<file path="src/rtl/vattr_pkg.sv">
package vattr_pkg;
    localparam int WORD_W   = 32;
    localparam int COMP_W   = 24;
    localparam int NUM_COMP = 4;
    localparam int VEC_W    = COMP_W * NUM_COMP;
    localparam int NUM_WORD = VEC_W / WORD_W;

    // Word-gathering states: one per expected word of a vector
    typedef enum logic [1:0] {
        ST_WORD0 = 2'd0,
        ST_WORD1 = 2'd1,
        ST_WORD2 = 2'd2
    } gather_e;

    // Component order within the stored vector, most significant first
    typedef struct packed {
        logic [COMP_W-1:0] w;
        logic [COMP_W-1:0] z;
        logic [COMP_W-1:0] y;
        logic [COMP_W-1:0] x;
    } vec_t;
endpackage

</file>
<file path="src/rtl/vattr_gather.sv">
module vattr_gather
    import vattr_pkg::*;
#(
    parameter int ADDR_W     = 10,
    parameter int DATA_BASE  = 'h233,
    parameter int INDEX_ADDR = 'h232
) (
    input  logic              clk,
    input  logic              rst_n,
    input  logic              wr_en,
    input  logic [ADDR_W-1:0] wr_addr,
    input  logic [WORD_W-1:0] wr_data,
    output logic              data_hit,
    output logic              idx_hit,
    output logic              commit,
    output logic [WORD_W-1:0] word0,
    output logic [WORD_W-1:0] word1,
    output logic [WORD_W-1:0] word2
);
    localparam int GROUP = NUM_WORD;

    gather_e           state_q, state_d;
    logic [WORD_W-1:0] hold0_q, hold1_q;
    logic [GROUP-1:0]  addr_match;

    // One comparator per data address of the group
    genvar g;
    generate
        for (g = 0; g < GROUP; g++) begin : g_match
            assign addr_match[g] = (wr_addr == ADDR_W'(DATA_BASE + g));
        end
    endgenerate

    assign data_hit = wr_en && (|addr_match);
    assign idx_hit  = wr_en && (wr_addr == ADDR_W'(INDEX_ADDR));

    // State register
    always_ff @(posedge clk) begin
        if (!rst_n) state_q <= ST_WORD0;
        else        state_q <= state_d;
    end

    // Next state
    always_comb begin
        state_d = state_q;
        if (idx_hit) begin
            state_d = ST_WORD0;
        end else if (data_hit) begin
            unique case (state_q)
                ST_WORD0: state_d = ST_WORD1;
                ST_WORD1: state_d = ST_WORD2;
                ST_WORD2: state_d = ST_WORD0;
                default:  state_d = ST_WORD0;
            endcase
        end
    end

    // Staging buffer
    always_ff @(posedge clk) begin
        if (!rst_n) begin
            hold0_q <= '0;
            hold1_q <= '0;
        end else if (data_hit && !idx_hit) begin
            unique case (state_q)
                ST_WORD0: hold0_q <= wr_data;
                ST_WORD1: hold1_q <= wr_data;
                default:  ;
            endcase
        end
    end

    // Outputs
    always_comb begin
        commit = 1'b0;
        unique case (state_q)
            ST_WORD0: commit = 1'b0;
            ST_WORD1: commit = 1'b0;
            ST_WORD2: commit = data_hit && !idx_hit;
            default:  commit = 1'b0;
        endcase
        word0 = hold0_q;
        word1 = hold1_q;
        word2 = wr_data;
    end
endmodule

</file>
<file path="src/rtl/vattr_unpack.sv">
module vattr_unpack
    import vattr_pkg::*;
(
    input  logic [WORD_W-1:0] word0,
    input  logic [WORD_W-1:0] word1,
    input  logic [WORD_W-1:0] word2,
    output vec_t              vec
);
    logic [VEC_W-1:0]  stream;
    logic [COMP_W-1:0] comp [NUM_COMP];

    // Earliest word occupies the top of the bit stream
    assign stream = {word0, word1, word2};

    // Slice the stream into components, x from the bottom up to w at the top
    genvar c;
    generate
        for (c = 0; c < NUM_COMP; c++) begin : g_comp
            assign comp[c] = stream[c*COMP_W +: COMP_W];
        end
    endgenerate

    assign vec.x = comp[0];
    assign vec.y = comp[1];
    assign vec.z = comp[2];
    assign vec.w = comp[3];
endmodule

</file>
<file path="src/rtl/vattr_slots.sv">
module vattr_slots
    import vattr_pkg::*;
#(
    parameter int SLOTS = 16,
    parameter int IDX_W = 5
) (
    input  logic                     clk,
    input  logic                     rst_n,
    input  logic                     commit,
    input  vec_t                     vec,
    input  logic                     idx_wr,
    input  logic [IDX_W-1:0]         idx_val,
    input  logic [$clog2(SLOTS)-1:0] rd_slot,
    output logic [VEC_W-1:0]         rd_vec,
    output logic [IDX_W-1:0]         idx,
    output logic                     err
);
    localparam int SEL_W = $clog2(SLOTS);

    logic [VEC_W-1:0] mem [SLOTS];
    logic             idx_ok;

    assign idx_ok = (idx < IDX_W'(SLOTS));

    genvar s;
    generate
        for (s = 0; s < SLOTS; s++) begin : g_slot
            always_ff @(posedge clk) begin
                if (!rst_n)
                    mem[s] <= '0;
                else if (commit && idx_ok && (idx[SEL_W-1:0] == SEL_W'(s)))
                    mem[s] <= vec;
            end
        end
    endgenerate

    always_ff @(posedge clk) begin
        if (!rst_n) begin
            idx <= '0;
            err <= 1'b0;
        end else if (idx_wr) begin
            idx <= idx_val;
            err <= 1'b0;
        end else if (commit) begin
            if (idx_ok) idx <= idx + 1'b1;
            else        err <= 1'b1;
        end
    end

    assign rd_vec = mem[rd_slot];
endmodule

</file>
<file path="src/rtl/vattr_loader.sv">
module vattr_loader
    import vattr_pkg::*;
#(
    parameter int ADDR_W     = 10,
    parameter int DATA_BASE  = 'h233,
    parameter int INDEX_ADDR = 'h232,
    parameter int SLOTS      = 16,
    parameter int IDX_W      = $clog2(SLOTS) + 1
) (
    input  logic                     clk,
    input  logic                     rst_n,
    input  logic                     wr_en,
    input  logic [ADDR_W-1:0]        wr_addr,
    input  logic [31:0]              wr_data,
    input  logic [$clog2(SLOTS)-1:0] rd_slot,
    output logic [95:0]              rd_vec,
    output logic [IDX_W-1:0]         idx_o,
    output logic                     err_o
);
    logic              data_hit_w, idx_hit_w, commit_w;
    logic [WORD_W-1:0] w0, w1, w2;
    vec_t              vec_w;

    vattr_gather #(
        .ADDR_W(ADDR_W), .DATA_BASE(DATA_BASE), .INDEX_ADDR(INDEX_ADDR)
    ) u_gather (
        .clk(clk), .rst_n(rst_n), .wr_en(wr_en), .wr_addr(wr_addr),
        .wr_data(wr_data), .data_hit(data_hit_w), .idx_hit(idx_hit_w),
        .commit(commit_w), .word0(w0), .word1(w1), .word2(w2)
    );

    vattr_unpack u_unpack (
        .word0(w0), .word1(w1), .word2(w2), .vec(vec_w)
    );

    vattr_slots #(.SLOTS(SLOTS), .IDX_W(IDX_W)) u_slots (
        .clk(clk), .rst_n(rst_n), .commit(commit_w), .vec(vec_w),
        .idx_wr(idx_hit_w), .idx_val(wr_data[IDX_W-1:0]), .rd_slot(rd_slot),
        .rd_vec(rd_vec), .idx(idx_o), .err(err_o)
    );
endmodule

</file>
<file path="config.mk">
export PLATFORM = sky130hd
export DESIGN_NAME = vattr_loader
export DESIGN_NICKNAME = d
export VERILOG_FILES = /design/src/rtl/vattr_pkg.sv /design/src/rtl/vattr_gather.sv /design/src/rtl/vattr_unpack.sv /design/src/rtl/vattr_slots.sv /design/src/rtl/vattr_loader.sv
export SDC_FILE = /design/constraint.sdc
export NUM_CORES = 2
export LEC_CHECK = 0
export BUFFER_PORTS_ARGS = -buffer_cell sky130_fd_sc_hd__buf_2
export CELL_PAD_IN_SITES_DETAIL_PLACEMENT = 1
export CELL_PAD_IN_SITES_GLOBAL_PLACEMENT = 1
export CORE_MARGIN = 10
export CORE_UTILIZATION = 53
export DETAILED_ROUTE_END_ITERATION = 10
export GPL_TIMING_DRIVEN = 1
export PLACE_DENSITY = 0.88
export SYNTH_ARGS = -nofsm -noshare
export SYNTH_HDL_FRONTEND = slang
export SYNTH_SLANG_ARGS = --single-unit
</file>
<file path="constraint.sdc">
create_clock -name clk -period 13.29 [get_ports clk]
set_clock_uncertainty 0.05 [all_clocks]
set_input_delay 1.329 -clock clk [delete_from_list [all_inputs] [get_ports clk]]
set_output_delay 1.329 -clock clk [all_outputs]
set_load 0.02 [all_outputs]
</file>
== After elaboration in Yosys (flattened, before gate mapping) ==
Memories as Yosys holds them, arrays and structs flattened.
Index checks and enable logic that the tools add are counted.
Storage, ports and cells
  bits in latches: 0
  RAM bits: 1536
  memories: 1
  bits in read-only memories: 0
  output and inout port bits: 102
  logic and storage cells: 148
  bits in registers: 72
Memories
  u_slots.mem: depth 16, width 96, read ports 1, clocked after memory_dff 0, write ports 16, line vattr_slots.sv:20  | logic [VEC_W-1:0] mem [SLOTS];
Cells by class
  order comparisons: 1
  eq/ne operators: 21
  multiplexer cells: 70
  shift-type cells: 0
  bitwise gates (word level): 18
  div/mod/pow operators: 0
  add/subtract/negate cells: 1
  reduce and logical (&&, ||, !) cells: 31
  $mul: 0
Operators by type and width (count)
  2-to-1 mux 96 bit: 16
  2-to-1 mux 1 bit: 50
  == test 10 bit (second input constant): 4
  == test 4 bit (second input constant): 8
  logical AND 1 bit: 20
  == test 4 x 3 -> 1 bit (second input constant): 4
  OR 1 bit: 16
  2-to-1 mux 5 bit: 3
  == test 4 x 2 -> 1 bit (second input constant): 2
  AND reduction 2 bit: 4
  adder 5 x 1 -> 5 bit (second input constant): 1
  < comparator 5 bit (second input constant): 1
  == test 4 x 1 -> 1 bit (second input constant): 1
  logical NOT 4 bit: 1
  case mux 2 bit (2 select lines): 1
  nonzero test 2 bit: 2
  OR reduction 3 bit: 1
  == test 2 x 1 -> 1 bit (second input constant): 1
  == test 2 bit (second input constant): 1
  logical NOT 2 bit: 1
  inverter 1 bit: 2
  OR reduction 2 bit: 1
  logical NOT 1 bit: 1

== Depth between registers and ports, before layout ==
  depth after elaboration: 11
  mapped depth: 8
  gate-level depth less buffers: 6

== By module ==
Synthesis repeated with hierarchy kept, for this count alone.
Unflattened totals
  cell total of the unflattened synthesis: 4662
  area, all modules: 72269.3 um^2
By module, submodules not included
  vattr_slots: cells an instance 4232, instances 1, area each 68702.1 um^2
  vattr_gather: cells an instance 334, instances 1, area each 2846.5 um^2
  vattr_unpack: cells an instance 96, instances 1, area each 720.7 um^2

== Least setup slack after synthesis ==
Ideal clock, no wire load.
  path kind: input port to flip-flop
  start: input port wr_addr[3]
  end: memory u_slots.mem[0][0] (netlist bit), enable pin
  data arrival time: 9.030 ns
  slack: 3.526 ns
  cell stages on the path: 4
  cells stage by stage: or3b_4 -> a211oi_1 -> nand2_1 -> o21ai_0
RTL lines
  start, declared: line vattr_loader.sv:13  | input logic [ADDR_W-1:0] wr_addr,
  end, declared: line vattr_slots.sv:20

== Worst setup path after layout ==
  start: input port rd_slot[0]
  end: output port rd_vec[64]
On the way
  cells in the longest elaborated chain, start to end: 1
Ends and longest elaborated chain
  start, declared: line vattr_loader.sv:15  | input logic [$clog2(SLOTS)-1:0] rd_slot,
  memory (16 x 96 bit)
  end, declared: line vattr_loader.sv:16  | output logic [95:0] rd_vec,
No other way between the ends.

==> results.rst <==
.. list-table::
   :header-rows: 1

   * - Metric
     - Value
   * - Outcome
     - complete, no violations
   * - Clock Pin Slew Worst Setup and Hold Paths
     - 0.06 ns
   * - RD Place Congestion
     - 0.800
   * - Pin count of the biggest net entering global routing
     - 184
   * - Number of global-route vias before repair
     - 48,137
   * - Clock tree buffer depth
     - 3
   * - Clock group share of total power
     - 41.1%
   * - Worst skew pair latency
     - 0.82 ns
   * - Max Cap Violations
     - 0
   * - Cells traversed along the worst timing path
     - buf_8, buf_4, buf_4, mux4_2, mux4_2, buf_2
   * - Crit-path max FO
     - 69
   * - Sequential fraction of the synthesis area
     - 69.3%
   * - Sequential power share
     - 52.3%
   * - Critical hold path startpoint
     - u_gather.word0[21]
   * - Endpoint class of the critical path
     - output port
   * - Critical path startpoint
     - rd_slot[0]
   * - Worst min path class
     - reg2reg
   * - Detail-routed net length per standard cell
     - 36.1 um
   * - Total Negative Setup Slacks
     - 0 ns
   * - Warning count from the yosys run
     - 0
   * - Total nets after synthesis
     - 4,693
   * - Total routing resource utilization after global routing
     - 32.4%
   * - Commonest register cell after synthesis
     - edfxtp_1
   * - Static leakage
     - 23.8 nW
   * - Headroom to the max-slew limit
     - 14.5%
   * - Antenna violations before repair
     - 9
   * - Register-to-register setup slack
     - 8.34 ns
   * - Final Max Slew Viols
     - 0
   * - Die span in x
     - 380 um
   * - Area growth syn-to-layout
     - 10.8%
   * - I/O Buffers
     - 150
   * - Post-Syn Area per Cell
     - 14.8 sq um
   * - Reported net switching power
     - 0.00260 W
   * - Area share of the largest cell type after synthesis
     - 67.2%
   * - Number of resized instances in the post-cts repair step
     - 0
   * - Cell count after placement
     - 6,251
   * - Slowest cell delay on critical path
     - 0.89 ns
   * - Count of flip-flops with a built-in enable after synthesis
     - 1,536
   * - Wire length of the first global-routing pass
     - 343,000 um
   * - Pwr/cell area
     - 145 nW/um^2
   * - Floorplan die height
     - 380 um
   * - Number of buffers created by CTS
     - 160
   * - Top cells by instance count after synthesis
     - 1,540 x nor2_1, 1,536 x edfxtp_1, 526 x nand2_1
   * - Initial cell density of the core
     - 53.6%
   * - Upper clock frequency limit
     - 156 MHz
   * - Share of post-route cells with drive strength above 1
     - 20.0%
   * - Share of synthesized flip-flops with an asynchronous set or reset
     - 0%
   * - Number of buffers inserted by hold repair at cts
     - 0
   * - Clock tree root buffer cell
     - clkbuf_16
   * - CTS tree
     - yes
   * - Hold violation count in the final report
     - 0
   * - Finish-stage setup viols
     - 0
   * - Full die area
     - 144,000 sq um
   * - Vias/cell
     - 6.87
   * - Distinct cells, synth
     - 43
   * - Post-route clock period utilization
     - 48.3%
   * - Dominant cell by count in the synthesized netlist
     - nor2_1
   * - Cell internal pwr
     - 0.00846 W
   * - Number of standard cells after synthesis
     - 4,640
   * - Tightest hold margin
     - 0.483 ns
   * - Synthesis-stage register bit count
     - 1,608
   * - R2r startpoint
     - u_gather.state_q[1]
   * - Startpoint class of the critical path
     - primary input
   * - Combinational fraction of design power
     - 6.6%
   * - Remaining routing DRC violations
     - 0
   * - # clock sinks
     - 1,608
   * - Synth top area cells
     - edfxtp_1 67%, mux4_2 16%, nor2_1 8.4%
   * - Overflow left after global routing
     - 0
   * - Fin cells
     - 6,556
   * - Standard-cell rows
     - 131
   * - Estimated wirelength of the detail-placed design
     - 124,000 um
   * - Share of total power consumed by net switching
     - 23.5%
   * - Worst-case vdd ir drop
     - 0.113 mV
   * - Overall via count from detail_route
     - 45,069
   * - Number of post-CTS setup repair buffers
     - 0
   * - Synthesized cell area
     - 68,600 sq um
   * - Critical path type
     - in2out
   * - Post-layout net count
     - 4,737
   * - Number of antenna-violating nets in the routed design
     - 0
   * - Dominant cell type by area after synthesis
     - edfxtp_1
   * - Total wire length
     - 237,000 um
   * - Placeable core region
     - 128,000 sq um
   * - Worst path slowest cell
     - buf_4
   * - Unrepaired setup endpoints after global routing
     - false
   * - Worst path required time
     - 11.91 ns
   * - Slew at the pin with the worst max-slew slack
     - 1.28 ns
   * - Crit path arrival time
     - 5.04 ns
   * - Number of DRC markers after the initial detailed-route iteration
     - 7,306
   * - Clock period minus worst slack
     - 6.42 ns
   * - I/O Pins
     - 151
   * - First-pass DRT Iterations
     - 6
   * - H-tree levels
     - 4
-- registers in the layout, summed over array words and instances, names as in the netlist --
register and count:
u_gather.state_q 2, u_gather.word0 32, u_gather.word1 32, u_slots.err 1, u_slots.idx 5, u_slots.mem 1536
-- through the flow --
step           power (W)  setup slack (ns)  utilization, %  cell area (sq um)
2_1_floorplan    0.00631              3.53               -              68600
3_3_place_gp     0.00655              6.96            55.4              70900
3_5_place_dp     0.00658              6.86            55.4              70900
4_1_cts           0.0110              6.80            59.4              76000
5_1_grt           0.0113              6.57            59.4              76000
6_report          0.0111              6.87            59.4              76000
-- power by group through the flow --
stage	clock network, W	registers, W	logic, W
2_1_floorplan	0	0.00589	0.000424
3_3_place_gp	0	0.00585	0.000693
3_5_place_dp	0	0.00588	0.000708
4_1_cts	0.00454	0.00578	0.000718
5_1_grt	0.00473	0.00579	0.000744
6_report	0.00455	0.00578	0.000729
-- kinds of logic after synthesis --
family | count (synthesis) | synth area share [%]
flops | 1608 | 69.3
simple gates | 2098 | 11.7
mux | 480 | 15.8
buf+inv | 349 | 2.36
compound gates | 101 | 0.814
fa+ha+maj | 4 | 0.0730
-- layout by cell type (no fill, tap or decap), types with 3 or more instances in the layout --
| cell type | netlist | routed |
|---|---|---|
| clkinv_2 | 0 | 31 |
| ha_1 | 4 | 4 |
| clkinv_1 | 0 | 29 |
| buf_2 | 200 | 146 |
| bufinv_16 | 0 | 10 |
| buf_12 | 0 | 11 |
| a21oi_1 | 66 | 66 |
| diode_2 | 0 | 6 |
| clkinv_8 | 0 | 4 |
| nor3_1 | 7 | 5 |
| dfxtp_1 | 72 | 72 |
| clkbuf_1 | 113 | 40 |
| edfxtp_1 | 1536 | 1536 |
| mux4_2 | 480 | 480 |
| nand2_4 | 0 | 5 |
| inv_1 | 9 | 9 |
| a31oi_1 | 3 | 3 |
| buf_4 | 6 | 60 |
| inv_6 | 0 | 5 |
| clkinvlp_4 | 0 | 9 |
| clkbuf_16 | 0 | 163 |
| o21ai_0 | 19 | 4 |
| o21ai_4 | 0 | 15 |
| nand2_1 | 526 | 521 |
| clkbuf_8 | 0 | 6 |
| nor2_1 | 1540 | 1540 |
| nand3_1 | 4 | 4 |
-- layer usage --
layer / part of all wire (%) / track usage, %
met2: 48 / 51.5
met5: 0.061 / 0.132
met3: 14 / 10.1
met1: 32 / 39.6
met4: 6.0 / 17.5
-- critical path, delay by kind of cell --
kind	cells	cell delay, ns
muxes	2	1.16
buffers and inverters	4	2.39
-- worst paths after layout --
check	endpoint	depth (start not counted)
worst max-delay path	rd_vec[64]	6
worst min-delay path	u_gather.word0[21]	2
worst max register to register	u_slots.mem[3][83]	6
worst min register to register	u_gather.word0[21]	2
-- final cells by class --
| type | count | area (sq um) |
|---|---|---|
| Fill cell | 11591 | 52000 |
| Sequential cell | 1608 | 47600 |
| Antenna cell | 6 | 15.0 |
| Multi-Input combinational cell | 2683 | 19700 |
| Clock buffer | 208 | 4300 |
| Timing Repair Buffer | 221 | 1460 |
| Inverter | 10 | 38.8 |
| Clock inverter | 91 | 796 |
| Tap cell | 1729 | 2160 |
Power figures use the tool's default switching activity.
